**src/rtl/afp_pkg.sv**
```systemverilog
package afp_pkg;

   typedef enum logic [1:0] {
      RT_NORMAL  = 2'b00,
      RT_TX_LOOP = 2'b10,
      RT_RX_LOOP = 2'b11
   } route_t;

   typedef struct packed {
      logic tx_push;
      logic tx_pop_host;
      logic tx_pop_link;
      logic rx_push;
      logic rx_push_host;
      logic rx_pop_host;
      logic host_reads_tx;
   } route_ctl_t;

   function automatic route_t decode_route(input logic en, input logic sel);
      if (!en)      return RT_NORMAL;
      else if (!sel) return RT_TX_LOOP;
      else           return RT_RX_LOOP;
   endfunction

endpackage

```
**src/rtl/afp_fifo.sv**
```systemverilog
module afp_fifo #(
   parameter int DATA_W = 32,
   parameter int DEPTH  = 16,
   localparam int PTR_W = $clog2(DEPTH),
   localparam int CNT_W = PTR_W + 1
) (
   input  logic              clk,
   input  logic              rst_n,
   input  logic              push,
   input  logic [DATA_W-1:0] push_data,
   input  logic              pop,
   output logic [DATA_W-1:0] head,
   output logic              empty,
   output logic [CNT_W-1:0]  level,
   output logic              overrun,
   output logic              underrun
);
   localparam logic [CNT_W-1:0] FULL_LVL = CNT_W'(DEPTH);

   logic [DATA_W-1:0] mem [DEPTH];
   logic [PTR_W-1:0]  wr_ptr, rd_ptr;
   logic              full, do_push, do_pop;

   assign empty   = (level == '0);
   assign full    = (level == FULL_LVL);
   assign do_pop  = pop && !empty;
   assign do_push = push && (!full || pop);
   assign head    = mem[rd_ptr];

   always_ff @(posedge clk) begin
      if (do_push) mem[wr_ptr] <= push_data;
   end

   always_ff @(posedge clk or negedge rst_n) begin
      if (!rst_n) begin
         wr_ptr   <= '0;
         rd_ptr   <= '0;
         level    <= '0;
         overrun  <= 1'b0;
         underrun <= 1'b0;
      end else begin
         if (do_push) wr_ptr <= wr_ptr + 1'b1;
         if (do_pop)  rd_ptr <= rd_ptr + 1'b1;
         case ({do_push, do_pop})
            2'b10:   level <= level + 1'b1;
            2'b01:   level <= level - 1'b1;
            default: level <= level;
         endcase
         if (push && full && !pop) overrun  <= 1'b1;
         if (pop && empty)         underrun <= 1'b1;
      end
   end
endmodule

```
**src/rtl/afp_router.sv**
```systemverilog
module afp_router
   import afp_pkg::*;
(
   input  logic       loop_en,
   input  logic       loop_sel,
   input  logic       host_wr,
   input  logic       host_rd,
   input  logic       link_tx_pop,
   input  logic       link_rx_push,
   output route_ctl_t ctl
);
   route_t route;

   assign route = decode_route(loop_en, loop_sel);

   always_comb begin
      ctl = '0;
      unique case (route)
         RT_TX_LOOP: begin
            ctl.tx_push       = host_wr;
            ctl.tx_pop_host   = host_rd;
            ctl.rx_push       = link_rx_push;
            ctl.host_reads_tx = 1'b1;
         end
         RT_RX_LOOP: begin
            ctl.tx_pop_link  = link_tx_pop;
            ctl.rx_push      = host_wr;
            ctl.rx_push_host = 1'b1;
            ctl.rx_pop_host  = host_rd;
         end
         default: begin
            ctl.tx_push     = host_wr;
            ctl.tx_pop_link = link_tx_pop;
            ctl.rx_push     = link_rx_push;
            ctl.rx_pop_host = host_rd;
         end
      endcase
   end
endmodule

```
**src/rtl/afp_thresh.sv**
```systemverilog
module afp_thresh #(
   parameter int CNT_W = 5,
   parameter bit ABOVE = 1'b0
) (
   input  logic [CNT_W-1:0] level,
   input  logic [CNT_W-2:0] thr,
   output logic             req
);
   generate
      if (ABOVE) begin : g_above
         assign req = level > {1'b0, thr};
      end else begin : g_at_or_below
         assign req = level <= {1'b0, thr};
      end
   endgenerate
endmodule

```
**src/rtl/audio_fifo_pair.sv**
```systemverilog
module audio_fifo_pair
   import afp_pkg::*;
#(
   parameter int DATA_W = 32,
   parameter int DEPTH  = 16,
   localparam int PTR_W = $clog2(DEPTH),
   localparam int CNT_W = PTR_W + 1
) (
   input  logic              clk,
   input  logic              rst_n,
   input  logic              cfg_loop_en,
   input  logic              cfg_loop_sel,
   input  logic [PTR_W-1:0]  tx_thresh,
   input  logic [PTR_W-1:0]  rx_thresh,
   input  logic              host_wr,
   input  logic [DATA_W-1:0] host_wdata,
   input  logic              host_rd,
   output logic [DATA_W-1:0] host_rdata,
   input  logic              link_tx_pop,
   output logic [DATA_W-1:0] link_tx_data,
   input  logic              link_rx_push,
   input  logic [DATA_W-1:0] link_rx_data,
   output logic [CNT_W-1:0]  tx_level,
   output logic [CNT_W-1:0]  rx_level,
   output logic              tx_dma_req,
   output logic              rx_dma_req,
   output logic              tx_overrun,
   output logic              tx_underrun,
   output logic              rx_overrun,
   output logic              rx_underrun
);
   generate
      if (DEPTH < 2 || (DEPTH & (DEPTH - 1)) != 0) begin : g_bad_depth
         $error("audio_fifo_pair: DEPTH must be a power of two >= 2");
      end
      if (DATA_W < 1) begin : g_bad_width
         $error("audio_fifo_pair: DATA_W must be positive");
      end
   endgenerate

   route_ctl_t        ctl;
   logic [DATA_W-1:0] tx_head, rx_head, rx_push_data, tx_out, rx_out;
   logic              tx_empty, rx_empty;

   afp_router u_router (
      .loop_en      (cfg_loop_en),
      .loop_sel     (cfg_loop_sel),
      .host_wr      (host_wr),
      .host_rd      (host_rd),
      .link_tx_pop  (link_tx_pop),
      .link_rx_push (link_rx_push),
      .ctl          (ctl)
   );

   assign rx_push_data = ctl.rx_push_host ? host_wdata : link_rx_data;

   afp_fifo #(.DATA_W(DATA_W), .DEPTH(DEPTH)) u_tx_fifo (
      .clk       (clk),
      .rst_n     (rst_n),
      .push      (ctl.tx_push),
      .push_data (host_wdata),
      .pop       (ctl.tx_pop_host | ctl.tx_pop_link),
      .head      (tx_head),
      .empty     (tx_empty),
      .level     (tx_level),
      .overrun   (tx_overrun),
      .underrun  (tx_underrun)
   );

   afp_fifo #(.DATA_W(DATA_W), .DEPTH(DEPTH)) u_rx_fifo (
      .clk       (clk),
      .rst_n     (rst_n),
      .push      (ctl.rx_push),
      .push_data (rx_push_data),
      .pop       (ctl.rx_pop_host),
      .head      (rx_head),
      .empty     (rx_empty),
      .level     (rx_level),
      .overrun   (rx_overrun),
      .underrun  (rx_underrun)
   );

   afp_thresh #(.CNT_W(CNT_W), .ABOVE(1'b0)) u_tx_thr (
      .level (tx_level),
      .thr   (tx_thresh),
      .req   (tx_dma_req)
   );

   afp_thresh #(.CNT_W(CNT_W), .ABOVE(1'b1)) u_rx_thr (
      .level (rx_level),
      .thr   (rx_thresh),
      .req   (rx_dma_req)
   );

   assign tx_out = tx_empty ? '0 : tx_head;
   assign rx_out = rx_empty ? '0 : rx_head;

   always_ff @(posedge clk or negedge rst_n) begin
      if (!rst_n) begin
         host_rdata   <= '0;
         link_tx_data <= '0;
      end else begin
         if (host_rd)         host_rdata   <= ctl.host_reads_tx ? tx_out : rx_out;
         if (ctl.tx_pop_link) link_tx_data <= tx_out;
      end
   end
endmodule

```
**config.mk**
```make
export PLATFORM = sky130hd
export DESIGN_NAME = audio_fifo_pair
export DESIGN_NICKNAME = d
export VERILOG_FILES = /design/src/rtl/afp_pkg.sv /design/src/rtl/afp_fifo.sv /design/src/rtl/afp_router.sv /design/src/rtl/afp_thresh.sv /design/src/rtl/audio_fifo_pair.sv
export SDC_FILE = /design/constraint.sdc
export NUM_CORES = 1
export LEC_CHECK = 0
export BUFFER_PORTS_ARGS = -buffer_cell sky130_fd_sc_hd__buf_2
export CAP_MARGIN = 20
export CORE_ASPECT_RATIO = 0.6
export CORE_MARGIN = 5
export CORE_UTILIZATION = 55
export DETAILED_ROUTE_END_ITERATION = 10
export PLACE_DENSITY = 0.75
export SLEW_MARGIN = 20
export SYNTH_ARGS = -nofsm -noshare
export SYNTH_HDL_FRONTEND = slang
export SYNTH_SLANG_ARGS = --single-unit
```
**constraint.sdc**
```tcl
create_clock -name clk -period 9.7 [get_ports clk]
set_input_delay 0.485 -clock clk [delete_from_list [all_inputs] [get_ports clk]]
set_output_delay 0.485 -clock clk [all_outputs]
set_load 0.01 [all_outputs]
```
==> impl_metrics.yaml, run 1 <==
run_status:
  status: "finished clean"
pwr:
  peakVddDrop_v: 0.0002119
  power.leakage_nw: 16.08
  power-per-cell-area_mw_per_mm2: 291.4
finish:
  fin_util_pct: 62.57
  drive_gt1_share_pct: 32.78
  n_antenna_cell: 0
  final-seq-area_mm2: 0.03312
  design_area_mm2: 0.04874
  nNetsFinal: 2312
  stdcell_count: 3341
  multi_input_area_mm2: 0.009866
  fill_cells: 5206
  area_growth_pct: 12.19
synth:
  syn_inst: 2024
  syn_nets: 2129
  avgSynthCellArea_um2: 21.46
  synth_warnings: 0
  synthesis.area_mm2: 0.04344
  synth-edff-count: 1024
  ys.flop_type: "edfxtp_1"
  ys_ff_latch: 1118
  synthArstFlopShare_pct: 8.408
  synth_cell_types: 50
  seq_area_frac_synth_pct: 76.20
setup_path:
  critPathLaunchType: "flop"
  required_ns: 10.28
  crit_path_max_fanout: 35
  rr_worst_depth: 11
  cp.arrival_ns: 5.04
  path_class: "flop to flop"
  worstSetupEndpointType: "flop"
route:
  drtPass1Iterations: 6
  route.detailed.wl_per_inst_um: 31.30
  postRouteAntennaNets: 0
  drc: 0
  first_iter_violations: 3173
  vias: 21880
  wl_mm: 104.6
  vias_per_cell: 6.550
floorplan:
  io_pins: 160
  start_util_pct: 55.77
  dieArea_mm2: 0.08489
  dieWidth_um: 372.8
  dieHeight_um: 227.7
  num_rows: 79
  core_mm2: 0.07789
min_path:
  min_path_cells: 2
  worstHoldPathType: "input pin to flop"
place:
  placement.cell_area_mm2: 0.04550
  gp_congestion: 0.8733
  portBuffers: 159
  hpwlAfterDp_mm: 62.37
  placed_cells: 3161
grt:
  grt_antenna_before_repair: 2
  grt_pass1_vias: 22470
  grt_max_degree: 110
  grt_pass1_wl_mm: 153.4
  track_usage_pct: 24.82
  grt-ovfl-total: 0
clock_network:
  htreeDepth: 3
  post_cts_buffers: 0
  cts-root-buf: "clkbuf_16"
  clk_pin_slew_ns: 0.07
  clk_latency_ns: 0.66
  clkSinkCount: 1118
  cts_tree: "done"
  cts_buffer_depth: 3
  numCtsBuffers: 95
sta:
  holdWs_ns: 0.1695
  worst_pin_slew_ns: 1.132
  slew_violations: 0
  fin_setup_tns_ns: 0
  hold_viol_final: 0
  period_share_pct: 45.97
  max_freq_mhz: 224.2
  skew_ns: 0.02550
  max_slew_margin_pct: 24.55
  setup_viol: 0
  fin_crit_ns: 4.460
  rsz0062_at_grt: "no"
flow_run:
  cap_viol_max_count: 0
-- cells in the mapped netlist, drive strengths merged (2+ instances only) --
| cell type | instances | area share (%) |
|---|---|---|
| nor2 | 40 | 0.35 |
| nor4b | 5 | 0.10 |
| inv | 20 | 0.17 |
| o31ai | 32 | 0.55 |
| and3 | 2 | 0.029 |
| dfrtp | 94 | 5.4 |
| nand3 | 3 | 0.035 |
| mux4 | 256 | 13 |
| nor2b | 6 | 0.086 |
| o2111ai | 8 | 0.16 |
| or3 | 2 | 0.029 |
| xor2 | 9 | 0.18 |
| and4 | 5 | 0.10 |
| a21o | 4 | 0.069 |
| buf | 46 | 0.58 |
| and2 | 21 | 0.30 |
| a22o | 64 | 1.3 |
| edfxtp | 1024 | 71 |
| nor3b | 6 | 0.10 |
| a22oi | 2 | 0.035 |
| o21a | 2 | 0.035 |
| nand4 | 4 | 0.058 |
| nand2 | 74 | 0.64 |
| a31oi | 3 | 0.058 |
| mux2 | 99 | 2.6 |
| o21bai | 2 | 0.035 |
| a21oi | 6 | 0.069 |
| clkbuf | 69 | 0.60 |
| o21ai | 33 | 0.38 |
| xnor2 | 15 | 0.30 |
| nand2b | 7 | 0.10 |
| mux2i | 2 | 0.046 |
| nor4 | 2 | 0.043 |
| ha | 25 | 0.72 |
| a222oi | 24 | 0.55 |
-- power by group --
part | switching [mW] | internal, mW | total (mW)
sequential | 0.569 | 5.87 | 6.43
combinational | 2.09 | 1.78 | 3.87
clock | 1.69 | 2.20 | 3.89
-- per-layer routing --
metal  vias to the layer above  GRT usage (%)  wire length [µm]
met5                         -              0                 0
met4                         0          5.187              1929
met3                       147          8.720             14550
met2                      1508          36.44             46670
met1                     11430          36.89             41430
li1                       8801              -                 -
-- worst paths after layout --
path	endpoint	start	slack [ns]
max	u_tx_fifo.level[4]	u_tx_fifo.level[1]	5.24
min	u_rx_fifo.underrun	host_rd	0.17
max reg2reg	u_tx_fifo.level[4]	u_tx_fifo.level[1]	5.24
min reg2reg	link_tx_data[2]	link_tx_data[2]	0.49
max in group asynchronous	u_tx_fifo.rd_ptr[1]	rst_n	7.82
min in group asynchronous	link_tx_data[4]	rst_n	0.39
-- sequential cells by signal, summed over array words and instances, names as in the netlist --
register	flops
u_tx_fifo.wr_ptr	4
u_tx_fifo.level	5
u_rx_fifo.mem	512
u_tx_fifo.overrun	1
link_tx_data	32
host_rdata	32
u_rx_fifo.underrun	1
u_tx_fifo.mem	512
u_rx_fifo.level	5
u_rx_fifo.rd_ptr	4
u_tx_fifo.underrun	1
u_rx_fifo.overrun	1
u_rx_fifo.wr_ptr	4
u_tx_fifo.rd_ptr	4
-- cell type report --
cell class,count,area share [%]
clock inverters,52,1.055
clock buffers,126,5.520
multi-input cells,770,20.24
repair buffers,201,2.357
well taps,1053,2.703
inverters,21,0.1617
flip-flops and latches,1118,67.96
-- metrics by stage --
stage | total power [mW] | setup WS [ns]
finish | 14.20 | 5.240
detailed placement | 10.35 | 5.392
floorplan | 8.948 | 4.656
global placement | 10.23 | 5.554
CTS | 14.24 | 5.367
global route | 14.76 | 5.018
-- timing repair --
item	CTS	global route
hold buffers	1	0
gates resized for setup	0	0
hold endpoints to repair	39	0
-- layout by cell type (no fill, tap or decap), types with 4 or more instances in the layout --
master	netlist	final
nand2b_1	7	7
xor2_1	9	9
dfrtp_1	94	89
and2_4	0	4
inv_1	20	20
and2_2	0	16
clkinv_1	1	15
nand2_1	74	72
mux2_2	99	99
buf_4	1	39
clkinv_2	0	18
nor4b_2	0	4
o21ai_0	16	16
edfxtp_1	1024	1024
clkbuf_1	66	17
clkinvlp_4	0	6
o2111ai_1	8	8
and4_2	0	4
a222oi_1	24	24
xnor2_1	15	15
nor2_1	40	37
dfrtp_4	0	5
o21ai_1	17	17
buf_2	41	158
ha_1	25	25
clkbuf_16	0	100
bufinv_16	0	9
clkbuf_8	0	9
a21oi_1	6	6
nor3b_2	0	4
a22o_1	64	64
a21o_1	4	4
mux4_2	256	256
nand4_1	4	4
o31ai_1	32	32
-- critical path: stages, from the launching register on --
cell     delay (ns)
dfrtp_1        0.50
nor4_1         0.60
nor2b_4        1.00
nor2_1         0.32
ha_1           0.42
xor2_1         0.21
ha_1           0.26
o21a_1         0.18
o221a_2        0.26
or3_1          0.30
a21oi_1        0.18
xor2_1         0.15
-- cell families after synthesis --
kind of cell	count (synthesis)	share of synthesized area, %
flops	1118	76.20
xor+xnor	24	0.4839
compound gates	185	3.341
buf+inv	136	1.362
mux	357	15.89
fa+ha+maj	25	0.7201
simple gates	179	2.005
(Power assumes the default switching activity.)
==> run 2: changes to the inputs <==
==> constraint.sdc (replaced) <==
create_clock -name clk -period 4.15 [get_ports clk]
set_input_delay 0.2075 -clock clk [delete_from_list [all_inputs] [get_ports clk]]
set_output_delay 0.2075 -clock clk [all_outputs]
set_load 0.01 [all_outputs]
==> run 2 against run 1 <==
Net effect:
- core utilization up 0.81 points
- worst setup slack worse by 4.7 ns
- first-iteration DRC count is 10% lower
==> impl_metrics.yaml, run 2 (synthesized netlist as in run 1, its figures left out) <==
finish:
  drive_gt1_share_pct: 32.79
  fin_util_pct: 63.38
  area_growth_pct: 13.64
  final_common_cell: "edfxtp_1"
  nNetsFinal: 2362
  fill_cells: 5185
  mostFrequentLayoutCells: "1024 x edfxtp_1, 256 x mux4_2, 158 x buf_2, 99 x mux2_2, 99 x clkbuf_16"
  largest_registers: "u_rx_fifo.mem x512, u_tx_fifo.mem x512"
setup_path:
  rr_worst_depth: 11
  crit_end: "u_tx_fifo.level[4]"
  reg2reg_from: "u_tx_fifo.level[1]"
  crit_path_max_fanout: 10
  required_ns: 4.72
  startpoint: "u_tx_fifo.level[1]"
  critPathLaunchType: "flop"
  cp.arrival_ns: 4.18
  regToRegEndpoint: "u_tx_fifo.level[4]"
  path_class: "flop to flop"
  worstSetupEndpointType: "flop"
  r2r_setup_slack_ns: 0.54
route:
  vias_per_cell: 6.506
  vias: 22060
  route.detailed.wl_per_inst_um: 30.29
  drtPass1Iterations: 6
  postRouteAntennaNets: 0
  wl_mm: 102.7
  drc: 0
  first_iter_violations: 2846
grt:
  grt-ovfl-total: 0
  grt_pass1_vias: 22700
  track_usage_pct: 24.46
  grt_antenna_before_repair: 3
  grt_pass1_wl_mm: 151.9
  grt_max_degree: 65
sta:
  hold_viol_final: 0
  max_slew_margin_pct: 24.91
  worst_pin_slew_ns: 1.126
  slew_violations: 0
  period_share_pct: 86.91
  rsz0062_at_grt: "no"
  fin_crit_ns: 3.607
  skew_ns: 0.01882
  setup_viol: 0
  max_freq_mhz: 277.2
place:
  portBuffers: 159
  hpwlAfterDp_mm: 61.53
  gp_congestion: 0.8510
pwr:
  power_mw: 33.53
  power-per-cell-area_mw_per_mm2: 679.3
  peakVddDrop_v: 0.0004214
  power.leakage_nw: 16.37
clock_network:
  clk_pin_slew_ns: 0.06
  cts_resized: 0
  cts_buffer_depth: 3
  numCtsBuffers: 95
  cts_hold_buf: 38
  clk_latency_ns: 0.66
  post_cts_buffers: 0
  cts_tree: "done"
  htreeDepth: 3
  cts-root-buf: "clkbuf_16"
  clkSinkCount: 1118
min_path:
  min_path_cells: 4
  worstHoldPathType: "input pin to flop"
run_status:
  status: "finished clean"
flow_run:
  cap_viol_max_count: 0
floorplan:
  start_util_pct: 55.77
  num_rows: 79
  io_pins: 160
  core_mm2: 0.07789
  dieHeight_um: 227.7
  dieWidth_um: 372.8
  dieArea_mm2: 0.08489
==> run 2: layout make-up <==
class,count,area (µm²),area share (%)
antenna,2,5.005,0.01014
clock buffer,133,2725,5.520
clock inverter,43,529.3,1.072
inverter,21,78.83,0.1597
multi-input combinational,770,9906,20.07
sequential,1118,33120,67.09
tap,1053,1318,2.669
timing repair buffer,251,1684,3.411
==> run 2: worst min-delay path by stage <==
stage	end	slack, ns	from
2_1_floorplan	host_rdata[0]	-0.09	rst_n
4_1_cts	u_tx_fifo.overrun	0.01	link_tx_pop
6_report	u_tx_fifo.overrun	0.05	link_tx_pop
3_3_place_gp	link_tx_data[5]	0.27	rst_n
5_1_grt	u_tx_fifo.overrun	0.04	link_tx_pop
3_5_place_dp	link_tx_data[5]	0.27	rst_n
==> run 2: worst max-delay path, stage by stage (launching register included) <==
cell	delay, ns
dfrtp_1	0.50
nor4_1	0.63
a31oi_2	0.30
inv_1	0.24
ha_1	0.35
xor2_1	0.12
ha_1	0.23
o21a_1	0.20
o221a_2	0.28
or3_1	0.32
a21oi_1	0.19
xor2_1	0.16
==> run 2: stage by stage <==
step	hold slack (ns)	instances	setup WS, ns	TNS, ns	area [µm²]
4_1_cts	0.01498	3389	0.6405	0	49360
3_5_place_dp	0.2721	3175	0.7075	0	45730
5_1_grt	0.04418	3389	0.3676	0	49360
6_report	0.05303	3391	0.5430	0	49370
3_3_place_gp	0.2701	3175	0.8041	0	45730
2_1_floorplan	-0.08809	2024	-0.8788	-84.36	43470
==> run 2: routing by layer <==
metal | share of wire, % | vias up | global-route usage (%)
li1 | - | 8892 | -
met1 | 41 | 11680 | 36.72
met2 | 45 | 1327 | 36.14
met5 | 0 | - | 0
met3 | 12 | 161 | 7.495
met4 | 2.1 | 0 | 5.595
==> run 2: where the power goes <==
part           leakage (nW)  total (mW)  switching, mW  internal [mW]
Combinational          4.40        9.31           4.97           4.34
Sequential             10.4        14.9           1.23           13.7
Clock                  1.58        9.28           3.99           5.29
